==> src/rtl/irq_pkg.sv <==
`timescale 1ns/1ps
package irq_pkg;
  localparam int ADDR_W = 22;
  localparam int DATA_W = 32;

  typedef enum logic [2:0] {
    RG_NONE,
    RG_PRIO,
    RG_PEND,
    RG_ENAB,
    RG_THRESH,
    RG_CLAIM
  } reg_kind_e;

  typedef struct packed {
    reg_kind_e  kind;
    logic [9:0] ctx;
    logic [9:0] idx;
  } reg_dec_t;

  // Word-aligned byte address decode into region, context and index.
  function automatic reg_dec_t decode_addr(input logic [ADDR_W-1:0] a);
    reg_dec_t d;
    d.kind = RG_NONE;
    d.ctx  = '0;
    d.idx  = '0;
    if (a[1:0] == 2'b00) begin
      if (a[21]) begin
        d.ctx = {1'b0, a[20:12]};
        if (a[11:0] == 12'h000)      d.kind = RG_THRESH;
        else if (a[11:0] == 12'h004) d.kind = RG_CLAIM;
      end else if (a[20:12] == 9'd0) begin
        d.kind = RG_PRIO;
        d.idx  = a[11:2];
      end else if (a[20:12] == 9'd1) begin
        if (a[11:2] == 10'd0) d.kind = RG_PEND;
      end else if (a[20:12] == 9'd2) begin
        d.ctx = {5'b0, a[11:7]};
        if (a[6:2] == 5'd0) d.kind = RG_ENAB;
      end
    end
    return d;
  endfunction
endpackage

==> src/rtl/irq_gateway.sv <==
`timescale 1ns/1ps
module irq_gateway (
  input  logic clk,
  input  logic rst_n,
  input  logic level,
  input  logic take,
  input  logic done,
  output logic pending,
  output logic claimed
);
  always_ff @(posedge clk) begin
    if (!rst_n) begin
      pending <= 1'b0;
      claimed <= 1'b0;
    end else if (take) begin
      pending <= 1'b0;
      claimed <= 1'b1;
    end else begin
      if (done) claimed <= 1'b0;
      if (level && !pending && !claimed) pending <= 1'b1;
    end
  end

  // a claimed source never shows pending
  a_r5_masked_while_claimed: assert property (@(posedge clk) disable iff (!rst_n)
    claimed |-> !pending);
  // a claim moves the source from pending to claimed
  a_r5_take_marks: assert property (@(posedge clk) disable iff (!rst_n)
    take |=> (claimed && !pending));
  // completion releases the source
  a_r7_done_frees: assert property (@(posedge clk) disable iff (!rst_n)
    (done && !take) |=> !claimed);
  // an idle source with a high level becomes pending
  a_r2_level_sets: assert property (@(posedge clk) disable iff (!rst_n)
    (level && !pending && !claimed && !take) |=> pending);
endmodule

==> src/rtl/irq_claim_arb.sv <==
`timescale 1ns/1ps
module irq_claim_arb #(
  parameter  int NUM_SRC = 6,
  parameter  int NUM_CTX = 4,
  localparam int IDW     = $clog2(NUM_SRC + 1)
) (
  input  logic                       clk,
  input  logic                       rst_n,
  input  logic [NUM_SRC-1:0]         pending,
  input  logic [NUM_CTX*NUM_SRC-1:0] en_flat,
  input  logic [NUM_CTX-1:0]         claim_rd,
  output logic [NUM_CTX*IDW-1:0]     id_flat,
  output logic [NUM_SRC-1:0]         take
);
  // avail[k] is what remains for context k after lower contexts took theirs
  logic [NUM_SRC-1:0] avail [NUM_CTX+1];
  assign avail[0] = pending;

  for (genvar k = 0; k < NUM_CTX; k++) begin : g_stage
    logic [NUM_SRC-1:0] elig;
    logic [NUM_SRC-1:0] grant_k;
    logic [IDW-1:0]     id_k;

    assign elig = avail[k] & en_flat[k*NUM_SRC +: NUM_SRC];

    always_comb begin
      grant_k = '0;
      id_k    = '0;
      if (claim_rd[k]) begin
        for (int i = NUM_SRC - 1; i >= 0; i--) begin
          if (elig[i]) begin
            grant_k = NUM_SRC'(1) << i;
            id_k    = IDW'(i + 1);
          end
        end
      end
    end

    assign avail[k+1] = avail[k] & ~grant_k;
    assign id_flat[k*IDW +: IDW] = id_k;

    // a granted ID is pending and enabled for the claiming context
    a_r4_id_eligible: assert property (@(posedge clk) disable iff (!rst_n)
      (id_k != '0) |-> (claim_rd[k] && pending[int'(id_k) - 1]
                        && en_flat[k*NUM_SRC + int'(id_k) - 1]));

    for (genvar j = k + 1; j < NUM_CTX; j++) begin : g_pair
      // no source ID reaches two contexts in one cycle
      a_r6_unique_grant: assert property (@(posedge clk) disable iff (!rst_n)
        (id_k != '0 && id_flat[j*IDW +: IDW] != '0) |-> (id_k != id_flat[j*IDW +: IDW]));
    end
  end

  assign take = pending & ~avail[NUM_CTX];
endmodule

==> src/rtl/irq_regport.sv <==
`timescale 1ns/1ps
module irq_regport
  import irq_pkg::*;
#(
  parameter  int NUM_SRC = 6,
  parameter  int CTX     = 0,
  localparam int IDW     = $clog2(NUM_SRC + 1)
) (
  input  logic               clk,
  input  logic               rst_n,
  input  logic               req_valid,
  output logic               req_ready,
  input  logic               req_write,
  input  logic [ADDR_W-1:0]  req_addr,
  input  logic [DATA_W-1:0]  req_wdata,
  input  logic [NUM_SRC-1:0] pending,
  input  logic [NUM_SRC-1:0] claimed,
  input  logic [NUM_SRC-1:0] en_own,
  input  logic [IDW-1:0]     claim_id,
  output logic               claim_rd,
  output logic               en_we,
  output logic [NUM_SRC-1:0] en_wdata,
  output logic [NUM_SRC-1:0] done,
  output logic               rsp_valid,
  output logic [DATA_W-1:0]  rsp_rdata
);
  reg_dec_t          dec;
  logic              own;
  logic              rd_acc;
  logic              wr_acc;
  logic [DATA_W-1:0] rd_data;

  assign dec       = decode_addr(req_addr);
  assign own       = (dec.ctx == 10'(CTX));
  assign req_ready = 1'b1;
  assign rd_acc    = req_valid && !req_write;
  assign wr_acc    = req_valid && req_write;

  assign claim_rd = rd_acc && own && (dec.kind == RG_CLAIM);
  assign en_we    = wr_acc && own && (dec.kind == RG_ENAB);
  assign en_wdata = req_wdata[NUM_SRC:1];

  // Completion: full-width value must equal a claimed source number
  always_comb begin
    done = '0;
    for (int i = 0; i < NUM_SRC; i++) begin
      done[i] = wr_acc && own && (dec.kind == RG_CLAIM)
                && (req_wdata == DATA_W'(i + 1)) && claimed[i];
    end
  end

  always_comb begin
    rd_data = '0;
    case (dec.kind)
      RG_PRIO:  rd_data[0] = (dec.idx >= 10'd1) && (dec.idx <= 10'(NUM_SRC));
      RG_PEND:  rd_data[NUM_SRC:1] = pending;
      RG_ENAB:  if (own) rd_data[NUM_SRC:1] = en_own;
      RG_CLAIM: if (own) rd_data[IDW-1:0] = claim_id;
      default:  rd_data = '0;
    endcase
  end

  always_ff @(posedge clk) begin
    if (!rst_n) begin
      rsp_valid <= 1'b0;
      rsp_rdata <= '0;
    end else begin
      rsp_valid <= req_valid;
      rsp_rdata <= rd_acc ? rd_data : '0;
    end
  end

  // exactly one response, one cycle after acceptance
  a_r11_rsp_follows: assert property (@(posedge clk) disable iff (!rst_n)
    req_valid |=> rsp_valid);
  a_r11_no_spurious_rsp: assert property (@(posedge clk) disable iff (!rst_n)
    !req_valid |=> !rsp_valid);
  // a priority read returns 0 or 1 only
  a_r9_prio_const: assert property (@(posedge clk) disable iff (!rst_n)
    (rd_acc && dec.kind == RG_PRIO) |=> (rsp_rdata[DATA_W-1:1] == '0));
  // bit 0 of an enable read is always clear
  a_r10_en_bit0: assert property (@(posedge clk) disable iff (!rst_n)
    (rd_acc && dec.kind == RG_ENAB) |=> !rsp_rdata[0]);
endmodule

==> src/rtl/irq_router.sv <==
`timescale 1ns/1ps
module irq_router
  import irq_pkg::*;
#(
  parameter  int NUM_SRC = 6,
  parameter  int NUM_CTX = 4,
  localparam int IDW     = $clog2(NUM_SRC + 1)
) (
  input  logic                      clk,
  input  logic                      rst_n,
  input  logic [NUM_SRC-1:0]        src_level,
  input  logic [NUM_CTX-1:0]        req_valid,
  output logic [NUM_CTX-1:0]        req_ready,
  input  logic [NUM_CTX-1:0]        req_write,
  input  logic [NUM_CTX*ADDR_W-1:0] req_addr,
  input  logic [NUM_CTX*DATA_W-1:0] req_wdata,
  output logic [NUM_CTX-1:0]        rsp_valid,
  output logic [NUM_CTX*DATA_W-1:0] rsp_rdata,
  output logic [NUM_CTX-1:0]        irq
);
  logic [NUM_SRC-1:0]         pending;
  logic [NUM_SRC-1:0]         claimed;
  logic [NUM_SRC-1:0]         take;
  logic [NUM_SRC-1:0]         done_all;
  logic [NUM_CTX*NUM_SRC-1:0] en_flat;
  logic [NUM_CTX*NUM_SRC-1:0] done_flat;
  logic [NUM_CTX*IDW-1:0]     id_flat;
  logic [NUM_CTX-1:0]         claim_rd;

  for (genvar i = 0; i < NUM_SRC; i++) begin : g_src
    irq_gateway u_gw (
      .clk     (clk),
      .rst_n   (rst_n),
      .level   (src_level[i]),
      .take    (take[i]),
      .done    (done_all[i]),
      .pending (pending[i]),
      .claimed (claimed[i])
    );
  end

  for (genvar k = 0; k < NUM_CTX; k++) begin : g_ctx
    logic [NUM_SRC-1:0] en_q;
    logic               en_we;
    logic [NUM_SRC-1:0] en_wdata;

    always_ff @(posedge clk) begin
      if (!rst_n)     en_q <= '0;
      else if (en_we) en_q <= en_wdata;
    end

    assign en_flat[k*NUM_SRC +: NUM_SRC] = en_q;
    assign irq[k] = |(pending & en_q);

    irq_regport #(
      .NUM_SRC (NUM_SRC),
      .CTX     (k)
    ) u_port (
      .clk       (clk),
      .rst_n     (rst_n),
      .req_valid (req_valid[k]),
      .req_ready (req_ready[k]),
      .req_write (req_write[k]),
      .req_addr  (req_addr[k*ADDR_W +: ADDR_W]),
      .req_wdata (req_wdata[k*DATA_W +: DATA_W]),
      .pending   (pending),
      .claimed   (claimed),
      .en_own    (en_q),
      .claim_id  (id_flat[k*IDW +: IDW]),
      .claim_rd  (claim_rd[k]),
      .en_we     (en_we),
      .en_wdata  (en_wdata),
      .done      (done_flat[k*NUM_SRC +: NUM_SRC]),
      .rsp_valid (rsp_valid[k]),
      .rsp_rdata (rsp_rdata[k*DATA_W +: DATA_W])
    );

    // interrupt line follows pending-and-enabled state
    a_r3_irq_drop: assert property (@(posedge clk) disable iff (!rst_n)
      (en_q == '0) |-> !irq[k]);
  end

  always_comb begin
    done_all = '0;
    for (int k = 0; k < NUM_CTX; k++) done_all |= done_flat[k*NUM_SRC +: NUM_SRC];
  end

  irq_claim_arb #(
    .NUM_SRC (NUM_SRC),
    .NUM_CTX (NUM_CTX)
  ) u_arb (
    .clk      (clk),
    .rst_n    (rst_n),
    .pending  (pending),
    .en_flat  (en_flat),
    .claim_rd (claim_rd),
    .id_flat  (id_flat),
    .take     (take)
  );

  // a completion only ever touches claimed sources
  a_r8_done_claimed: assert property (@(posedge clk) disable iff (!rst_n)
    (done_all & ~claimed) == '0);
endmodule

==> config.mk <==
export PLATFORM = sky130hd
export DESIGN_NAME = irq_router
export DESIGN_NICKNAME = d
export VERILOG_FILES = /design/src/rtl/irq_pkg.sv /design/src/rtl/irq_gateway.sv /design/src/rtl/irq_claim_arb.sv /design/src/rtl/irq_regport.sv /design/src/rtl/irq_router.sv
export SDC_FILE = /design/constraint.sdc
export NUM_CORES = 1
export LEC_CHECK = 0
export BUFFER_PORTS_ARGS = -buffer_cell sky130_fd_sc_hd__buf_4
export CORE_AREA = 2 2 143 145
export DETAILED_ROUTE_END_ITERATION = 6
export DIE_AREA = 0 0 145 147
export MAX_ROUTING_LAYER = met4
export PLACE_DENSITY = 0.66
export RECOVER_POWER = 50
export SYNTH_ARGS = -nofsm -noshare
export SYNTH_HDL_FRONTEND = slang
export SYNTH_SLANG_ARGS = --single-unit
export TNS_END_PERCENT = 1
==> constraint.sdc <==
create_clock -name clk -period 9.12 [get_ports clk]
set_clock_uncertainty 0.1 [all_clocks]
set_input_delay 1.824 -clock clk [delete_from_list [all_inputs] [get_ports clk]]
set_output_delay 1.824 -clock clk [all_outputs]
set_load 0.03 [all_outputs]
# --- Yosys cells after proc, flatten, opt, wreduce, memory -nomap -nowiden ---
# Cells that the tools add are included.
totals:
  ff_bits: 168
  input_bits: 232
op_classes:
  magnitude_cmp: 8
  eq_ne: 55
  n_mux: 140
  bitwise_logic: 21
  reduce_logical: 149
op_table:
  columns: ["op", "n"]
  rows:
  - ["== test 32 x 3 -> 1 bit (second input constant)", 12]
  - ["== test 32 x 2 -> 1 bit (second input constant)", 8]
  - ["2-to-1 mux 6 bit", 32]
  - ["2-to-1 mux 10 bit", 16]
  - ["2-to-1 mux 3 bit", 48]
  - ["== test 32 x 1 -> 1 bit (second input constant)", 4]
  - ["logical AND 1 bit", 92]
  - ["2-to-1 mux 23 bit", 4]
  - ["AND 6 bit", 12]
  - ["2-to-1 mux 13 bit", 4]
  - ["logical NOT 10 bit", 5]
  - ["== test 12 x 3 -> 1 bit (second input constant)", 4]
  - ["logical NOT 12 bit", 4]
  - ["2-to-1 mux 12 bit", 4]
  - ["greater-or-equal comparator 10 x 1 -> 1 bit (second input constant)", 4]
  - ["<= comparator 10 x 3 -> 1 bit (second input constant)", 4]
  - ["== test 9 x 1 -> 1 bit (second input constant)", 4]
  - ["== test 9 x 2 -> 1 bit (second input constant)", 4]
  - ["logical NOT 9 bit", 4]
  - ["one-hot mux 4 bit (2 select lines)", 4]
  - ["NOT 6 bit", 5]
  - ["== test 3 x 2 -> 1 bit (second input constant)", 8]
  - ["one-hot mux 2 bit (3 select lines)", 4]
  - ["OR reduction 6 bit", 4]
  - ["other kinds (15)", 79]

# --- Depth between registers and ports, before layout ---
# Gate-level depths: netlist (run 1).
depth:
  ltp_word: 46
  mapped_depth: 11

# --- Hierarchy ---
# Synthesis (run 1) repeated with hierarchy kept, for this count alone.
hier_totals:
  cells_unflattened: 762
  area_unflattened_um2: 6203.4
modules_own_cells:
  columns: ["mod", "n_inst", "cells_each", "area_per_inst_um2"]
  rows:
  - ["irq_router", 1, 100, 1063.5]
  - ["irq_regport (g_ctx[3].u_port)", 1, 124, 1021.0]
  - ["irq_regport (g_ctx[0].u_port)", 1, 129, 968.4]
  - ["irq_regport (g_ctx[1].u_port)", 1, 130, 957.2]
  - ["irq_regport (g_ctx[2].u_port)", 1, 122, 953.4]
  - ["irq_claim_arb", 1, 115, 797.0]
  - ["irq_gateway", 6, 7, 73.8]

# --- Least setup slack after synthesis (run 1) ---
# OpenSTA, ideal clock, no wires.
synth_path:
  kind: "input to register"
  from: "input port req_addr[7]"
  to: "register g_src[5].u_gw.claimed"
  setup_ns: 0.127
  arrival_time_ns: 4.744
  slack_ns: 4.149
  cell_stages: 10
  cell_sequence: "or4_4 or4_4 buf_6 nor4_2 o21ai_2 nor4b_4 o21a_2 a31oi_1 and4_1 or3_1"
synth_between:
  elab_chain_len: 44
  word_cells_on_any_way: 61
  classes_between: "eq/ne: 2; mux: 33; bitwise: 16; reduce/logical: 10"
synth_rtl:
  columns: ["item", "line_no", "text"]
  rows:
  - ["start, declared", "irq_router.sv:15", "input logic [NUM_CTX*ADDR_W-1:0] req_addr,"]
  - ["logical NOT 10 bit or 2-to-1 mux 12 bit (tied branches)", "irq_pkg.sv:36, irq_pkg.sv:37", null]
  - ["2-to-1 mux 2 bit or 2-to-1 mux 10 bit (tied branches)", "irq_pkg.sv:36, irq_pkg.sv:35", null]
  - ["2-to-1 mux 3 bit or 2-to-1 mux 10 bit (tied branches)", "irq_pkg.sv:35, irq_pkg.sv:32", null]
  - ["2-to-1 mux 3 bit or 2-to-1 mux 13 bit (tied branches)", "irq_pkg.sv:32, irq_pkg.sv:28", null]
  - ["2-to-1 mux 13 bit *", "irq_pkg.sv:28", "if (a[21]) begin"]
  - ["2-to-1 mux 23 bit *", "irq_pkg.sv:27", "if (a[1:0] == 2'b00) begin"]
  - ["== test 3 bit or logical AND 1 bit (tied branches)", "irq_regport.sv:39, irq_regport.sv:47", null]
  - ["logical AND 1 bit", "irq_regport.sv:39", "assign claim_rd = rd_acc && own && (dec.kind == RG_CLAIM);"]
  - ["(+23 left out)", null, null]
  - ["AND 6 bit", "irq_claim_arb.sv:24", "assign elig = avail[k] & en_flat[k*NUM_SRC +: NUM_SRC];"]
  - ["2-to-1 mux 6 bit (6 in a row)", "irq_claim_arb.sv:31", "if (elig[i]) begin"]
  - ["2-to-1 mux 6 bit", "irq_claim_arb.sv:29", "if (claim_rd[k]) begin"]
  - ["NOT 6 bit", "irq_claim_arb.sv:39", "assign avail[k+1] = avail[k] & ~grant_k;"]
  - ["AND 6 bit", "irq_claim_arb.sv:39", null]
  - ["NOT 6 bit", "irq_claim_arb.sv:54", "assign take = pending & ~avail[NUM_CTX];"]
  - ["AND 6 bit", "irq_claim_arb.sv:54", null]
  - ["2-to-1 mux 1 bit or nonzero test 2 bit (tied branches)", null, null]
  - ["end signal, assigned", "irq_gateway.sv:14", "claimed <= 1'b0;"]
  - ["end signal, assigned", "irq_gateway.sv:17", "claimed <= 1'b1;"]
  - ["end signal, assigned", "irq_gateway.sv:19", "if (done) claimed <= 1'b0;"]
  - ["end, declared", "irq_gateway.sv:9", "output logic claimed"]
# Mark *: on every way between the ends. The rest lies on a longest branch, timed or not.
# A chain may end at the register's enable or synchronous reset.

# --- Worst setup path in the final report (run 1) ---
layout_path:
  from: "input port req_addr[30]"
  to: "register g_ctx[3].u_port.rsp_rdata[1]"
layout_between:
  elab_chain_len: 31
  word_cells_on_any_way: 40
  classes_between: "eq/ne: 3; mux: 27; bitwise: 6; reduce/logical: 4"
layout_rtl:
  columns: ["item", "line_no", "text"]
  rows:
  - ["logical NOT 10 bit or 2-to-1 mux 12 bit (tied branches)", "irq_pkg.sv:36, irq_pkg.sv:37", null]
  - ["2-to-1 mux 2 bit or 2-to-1 mux 10 bit (tied branches)", "irq_pkg.sv:36, irq_pkg.sv:35", null]
  - ["2-to-1 mux 3 bit or 2-to-1 mux 10 bit (tied branches)", "irq_pkg.sv:35, irq_pkg.sv:32", null]
  - ["2-to-1 mux 3 bit or 2-to-1 mux 13 bit (tied branches)", "irq_pkg.sv:32, irq_pkg.sv:28", null]
  - ["2-to-1 mux 13 bit *", "irq_pkg.sv:28", null]
  - ["2-to-1 mux 23 bit *", "irq_pkg.sv:27", null]
  - ["== test 3 bit or logical AND 1 bit (tied branches)", "irq_regport.sv:39", null]
  - ["logical AND 1 bit *", "irq_regport.sv:39", null]
  - ["(+11 left out)", null, null]
  - ["NOT 6 bit", "irq_claim_arb.sv:39", null]
  - ["AND 6 bit *", "irq_claim_arb.sv:39", null]
  - ["AND 6 bit *", "irq_claim_arb.sv:24", null]
  - ["2-to-1 mux 3 bit (5 in a row)", "irq_claim_arb.sv:31", null]
  - ["2-to-1 mux 3 bit *", "irq_claim_arb.sv:31", null]
  - ["2-to-1 mux 3 bit *", "irq_claim_arb.sv:29", null]
  - ["2-to-1 mux 3 bit *", "irq_regport.sv:58", "RG_CLAIM: if (own) rd_data[IDW-1:0] = claim_id;"]
  - ["one-hot mux 2 bit (3 select lines) *", "irq_regport.sv:54", "case (dec.kind)"]
  - ["end signal, assigned", "irq_regport.sv:69", "rsp_rdata <= rd_acc ? rd_data : '0;"]
  - ["end, declared", "irq_regport.sv:25", "output logic [DATA_W-1:0] rsp_rdata"]
# Marked as above.

==> results.ini, run 1 <==
[logic_synthesis]
synthMuxAreaShare_pct = 4.58
yosys-top-cells-area = dfxtp_1 24%, buf_4 14%, nor4_1 5.5%
syn_avg_cell_area_um2 = 7.62
synthDistinctLibCells = 79
synth_top_area_cell = dfxtp_1
synth_xor_area_share_pct = 0
yosys.area_share.simple_pct = 35.5
ys_seq_area_share_pct = 23.9
synth_edf_count = 0
async_flop_share_pct = 0
synth_ff_type = dfxtp_1
synth_top_area_share_pct = 23.9
syn_inst = 749
synthAdderAreaFrac_pct = 0
synth_compound_area_share_pct = 17.9
syn_area_um2 = 5700
synth_top_family_by_area = simple AND/OR/NAND/NOR gates
ys_warn_count = 0
ys_ff_latch = 68

[sta]
maxSlewHeadroom_pct = -30.8
drv_slew = 49
period_needed_ps = 5180
grt_setup_unrepaired = no
tightest_slew_ps = 1960
fmax_mhz = 193
hold_viol_final = 0
period_share_pct = 56.8
finalSetupViolCount = 0
setup_ws_ps = 3940
finalSetupTns_ps = 0

[finish]
layout_common_cells = 227 x buf_4, 104 x conb_1, 68 x dfxtp_1
area.growth.synth_to_final_pct = 33.3
fin_nets = 1228
post-route-util_pct = 38.3
drive_gt1_share_pct = 27.5
fill_cells = 2136
final_common_cell = buf_4
insertedDiodeCount = 0

[global_routing]
grt_start_max_net_pins = 49
globalRouteOverflowTotal = 0
antenna_found_initial = 0
grt_pass1_vias = 5875
grt_first_pass_wirelength_um = 31000
grt_use_total_pct = 18.7

[outcome]
violations = capacitance limit, slew limit
outcome = finished with violations

[setup_path]
crit_path_end = g_ctx[3].u_port.rsp_rdata[1]
r2r_end = g_ctx[3].u_port.rsp_rdata[1]
endpoint_kind = register
r2r_cells = 9
cp_max_fo = 6
crit_start = req_addr[30]
critPathKind = in2reg
crit_arrival_ps = 5320
reg2reg_slack_ps = 5720
cp-start-kind = input pin
reg2reg_from = g_src[0].u_gw.pending
crit_required_ps = 9260

[cts]
path_clk_slew_ps = 50
numCtsBuffers = 9
clk_latency_ps = 340
root_buffer = clkbuf_16
cts_hold_buf = 0
cts.sinks = 68
ctsResizeCount = 0
clockBufferDepth = 2
postCtsSetupBuffers = 0
cts_max_level = 3
cts_tree = built

[job]
drv_cap = 1

[floorplan]
fp-row-count = 52
die_area_um2 = 21300
die_h_um = 147
die_x_um = 145
initial_core_util_pct = 28.7
core_um2 = 19800
num_io_pins = 372

[routing]
drt_iter0_markers = 476
ant_nets = 0
drt_first_pass_iters = 5
wl_per_cell_um = 16.2
wirelength_um = 20500
drc = 0
viasPerCell = 4.99
vias = 6326

[placed_design]
pre_cts_slack_ps = 3610
dp_hpwl_um = 17000
io_buffer_count = 267
gp_congestion = 0.960

[power]
powerDensity_nw_per_um2 = 111
leakage_nw = 2.97
peakVddDrop_mv = 0.0877

[min_path]
hold_class = reg2reg

## cell families after synthesis
family,after synthesis
buffers and inverters,151
and+or+nand+nor,364
DFF,68
AOI/OAI and AO/OA,138
muxes,26
other,2
## synthesized netlist by cell type, drive strengths merged, types with 11 or more instances
master    n
o21ai    19
nand3    30
a31oi    15
mux2i    25
nor4     53
and2     13
nor2     59
nor2b    31
dfxtp    68
and3     11
inv      18
a22oi    26
nor3     29
clkbuf   22
nand4    22
nand2    64
a21oi    20
buf     110
## final cells by class
cell class,count,area (um2),area share (%)
clock inverters,3,40.0,0.526
clock buffers,10,239,3.14
well taps,270,338,4.44
inverters,18,67.6,0.888
flip-flops and latches,68,1360,17.9
multi-input cells,632,3690,48.6
repair buffers,267,1870,24.5
## per-layer routing
layer	vias up	track usage, %	share of wire [%]
li1	3070	-	-
met5	-	-	0
met1	2909	23.7	44
met4	0	5.54	1.7
met2	313	29.6	46
met3	34	4.60	8.1
## per-stage QoR
stage	hold WS [ps]	area, um2	cells	power [mW]
after floorplan	332	6090	851	0.448
after CTS	444	7750	1268	0.854
after global placement	423	7470	1255	0.515
after detailed placement	433	7470	1255	0.517
after global routing	461	7610	1268	0.879
final	442	7610	1268	0.848
## sequential cells by signal (all words and copies together), names as in the netlist
register and flops:
g_ctx.u_port.rsp_rdata 28, g_ctx.en_q 24, g_ctx.u_port.rsp_valid 4, g_src.u_gw.pending 6
g_src.u_gw.claimed 6
## how the worst min path moves through the flow
stage / from / endpoint / slack (ps) / cells past startpoint
6_report: g_ctx[0].en_q[5] / g_ctx[0].en_q[5] / 440 / 2
5_1_grt: g_ctx[0].en_q[5] / g_ctx[0].en_q[5] / 460 / 2
4_1_cts: g_src[5].u_gw.claimed / g_src[5].u_gw.pending / 440 / 1
3_5_place_dp: g_ctx[3].en_q[0] / g_ctx[3].u_port.rsp_rdata[0] / 430 / 2
3_3_place_gp: g_ctx[0].en_q[5] / g_ctx[0].en_q[5] / 420 / 2
2_1_floorplan: g_src[5].u_gw.claimed / g_src[5].u_gw.pending / 330 / 1
## report_power, final
part | switching (mW) | internal (mW) | total [mW]
Sequential | 0.0158 | 0.303 | 0.319
Combinational | 0.112 | 0.0817 | 0.193
Clock | 0.123 | 0.213 | 0.336
## critical path, cell delays in order
cell,delay [ps]
clkbuf_4,100
nor4_1,620
a41oi_1,320
nor4_1,910
nand3_1,230
o21ai_1,280
nand4_1,220
a311oi_2,370
a21boi_1,120
a2111oi_2,320
(Power assumes the default switching activity.)
==> inputs of run 2 (changes only) <==
Settings changed: CORE_AREA 2 2 143 145 to 2 2 144 146, DIE_AREA 0 0 145 147 to 0 0 146 148, PLACE_DENSITY 0.66 to 0.65.
Clock period 9.12 ns to 4.8 ns, I/O delays scaled along.
==> run 2 against run 1 <==
  * The flow still finishes with violations (capacitance limit, slew limit)
  * Critical path depth unchanged
  * Clock power grew 120%
  * Combinational power increased by 95%
  * Sequential cell count did not move
  * Total power is 100% higher
  * Hold slack worse by 53 ps
  * Critical endpoint is now g_src[5].u_gw.claimed
  * Largest cell class unchanged
==> results.ini, run 2 (synthesis results as in run 1) <==
[outcome]
outcome = finished with violations
violations = capacitance limit, slew limit

[setup_path]
cpPeakStageDelay_ps = 650  ; -260 ps
critPathKind = in2reg
crit_required_ps = 4930  ; -4330 ps
reg2reg_slack_ps = 1540  ; -4180 ps
worst_path_most_repeated_cell = or4_4
slowest_stage = or4_4
r2r_end = g_src[5].u_gw.claimed
cp_max_fo = 12  ; +6
endpoint_kind = register
reg2reg_from = g_ctx[0].en_q[1]
crit_buf_inv = 1  ; unchanged
crit_arrival_ps = 4340  ; -980 ps
cp-start-kind = input pin
crit_family = simple AND/OR/NAND/NOR gates
crit_start = req_addr[7]
cp_cell_sequence = buf_4 -> or4_4 -> or4_4 -> nor4_2 -> o21ai_2 -> nor4b_4 -> o21a_2 -> a31oi_1 -> and4_1 -> or3_1
r2r_cells = 8  ; -1

[cts]
clk_latency_ps = 340  ; about the same
ctsResizeCount = 0  ; unchanged
cts_hold_buf = 0  ; unchanged
postCtsSetupBuffers = 0  ; unchanged
path_clk_slew_ps = 60  ; about the same
root_buffer = clkbuf_16
cts_tree = built
numCtsBuffers = 9  ; unchanged
cts_max_level = 3  ; unchanged
clockBufferDepth = 2  ; unchanged
cts.sinks = 68  ; unchanged

[finish]
post-route-util_pct = 38.6  ; +0.26 points
largest_reg_flops = 28  ; unchanged
layout_common_cells = 238 x buf_4, 104 x conb_1, 68 x dfxtp_1
regMostFlops = g_ctx.u_port.rsp_rdata
insertedDiodeCount = 0  ; unchanged
regArea_um2 = 1360  ; unchanged
area.growth.synth_to_final_pct = 35.6
fill_cells = 2136  ; unchanged
fin_nets = 1238  ; +0.81%
final_common_cell = buf_4
drive_gt1_share_pct = 28.3  ; +0.83 points
reg_top3 = g_ctx.u_port.rsp_rdata x28, g_ctx.en_q x24
multi_input_area_um2 = 3690  ; about the same

[global_routing]
grt_use_total_pct = 18.4  ; -0.31 points
antenna_found_initial = 0  ; unchanged
globalRouteOverflowTotal = 0  ; unchanged
grt_start_max_net_pins = 49  ; unchanged
grt_first_pass_wirelength_um = 30900  ; -0.18%
grt_pass1_vias = 5900  ; +0.43%

[min_path]
hold_class = reg2reg
worst_hold_startpoint = g_src[5].u_gw.claimed
worstHoldEndpoint = g_src[5].u_gw.pending
hold-path-cell-count = 1  ; -1

[routing]
drc = 0  ; unchanged
wirelength_um = 20300  ; -0.93%
drt_first_pass_iters = 6  ; +1
ant_nets = 0  ; unchanged
wl_per_cell_um = 15.9  ; -1.9%
viasPerCell = 4.95  ; -0.70%
drt_iter0_markers = 453  ; -4.8%
vias = 6346  ; +0.32%

[floorplan]
initial_core_util_pct = 28.5  ; -0.28 points
die_area_um2 = 21600  ; +1.4%
die_h_um = 148  ; +0.68%
num_io_pins = 372  ; unchanged
fp-row-count = 52  ; unchanged
core_um2 = 20000  ; +0.98%
die_x_um = 146  ; +0.69%

[job]
drv_cap = 1  ; unchanged

[placed_design]
io_buffer_count = 267  ; unchanged
dp_hpwl_um = 16700  ; -1.4%
gp_congestion = 0.902  ; -6.0%

[sta]
finalSetupViolCount = 0  ; unchanged
finalSetupTns_ps = 0  ; unchanged
drv_slew = 49  ; unchanged
period_share_pct = 87.7
hold_viol_final = 0  ; unchanged
maxSlewHeadroom_pct = -33.4  ; -2.7 points
period_needed_ps = 4210
grt_setup_unrepaired = no
tightest_slew_ps = 2000  ; +39.8 ps
fmax_mhz = 238

[power]
leakage_nw = 3.04  ; +2.4%
powerDensity_nw_per_um2 = 222  ; +99%
peakVddDrop_mv = 0.104  ; +19%

[run 2: per-layer routing]
metal,up-vias,wire [um],track usage (%)
met5,-,0,-
met4,0,414,5.73
met3,27,1760,4.69
met2,328,9540,29.4
met1,2891,8610,22.9
li1,3100,-,-
[run 2: worst max path at each step]
stage / endpoint / slack (ps) / cells after the start
2_1_floorplan: g_src[5].u_gw.claimed / 690 / 10
3_3_place_gp: g_src[5].u_gw.claimed / 310 / 10
3_5_place_dp: g_src[5].u_gw.claimed / 270 / 10
4_1_cts: g_src[5].u_gw.claimed / 630 / 10
5_1_grt: g_ctx[3].u_port.rsp_rdata[1] / 390 / 10
6_report: g_src[5].u_gw.claimed / 590 / 10
[run 2: where the power goes]
group          internal, mW  leakage, nW  switching [mW]
clock                 0.484        0.158           0.259
sequential            0.575        0.551          0.0203
combinational         0.158         2.33           0.218
total                  1.22         3.04           0.498
[run 2: cell type report]
type,count,share of cell area (%)
multi-input combinational,632,47.8
clock inverter,5,1.08
inverter,18,0.874
tap,270,4.37
timing repair buffer,277,25.0
clock buffer,11,3.27
sequential,68,17.6
[run 2: stage by stage]
stage | std cells | hold slack, ps | setup WS [ps] | area, um2 | power [mW]
finish | 1281 | 389 | 591 | 7730 | 1.71
global route | 1281 | 427 | 387 | 7730 | 1.78
CTS | 1281 | 391 | 625 | 7880 | 1.73
detailed placement | 1265 | 376 | 265 | 7540 | 0.983
global placement | 1265 | 389 | 312 | 7540 | 0.979
floorplan | 851 | 332 | 693 | 6090 | 0.851
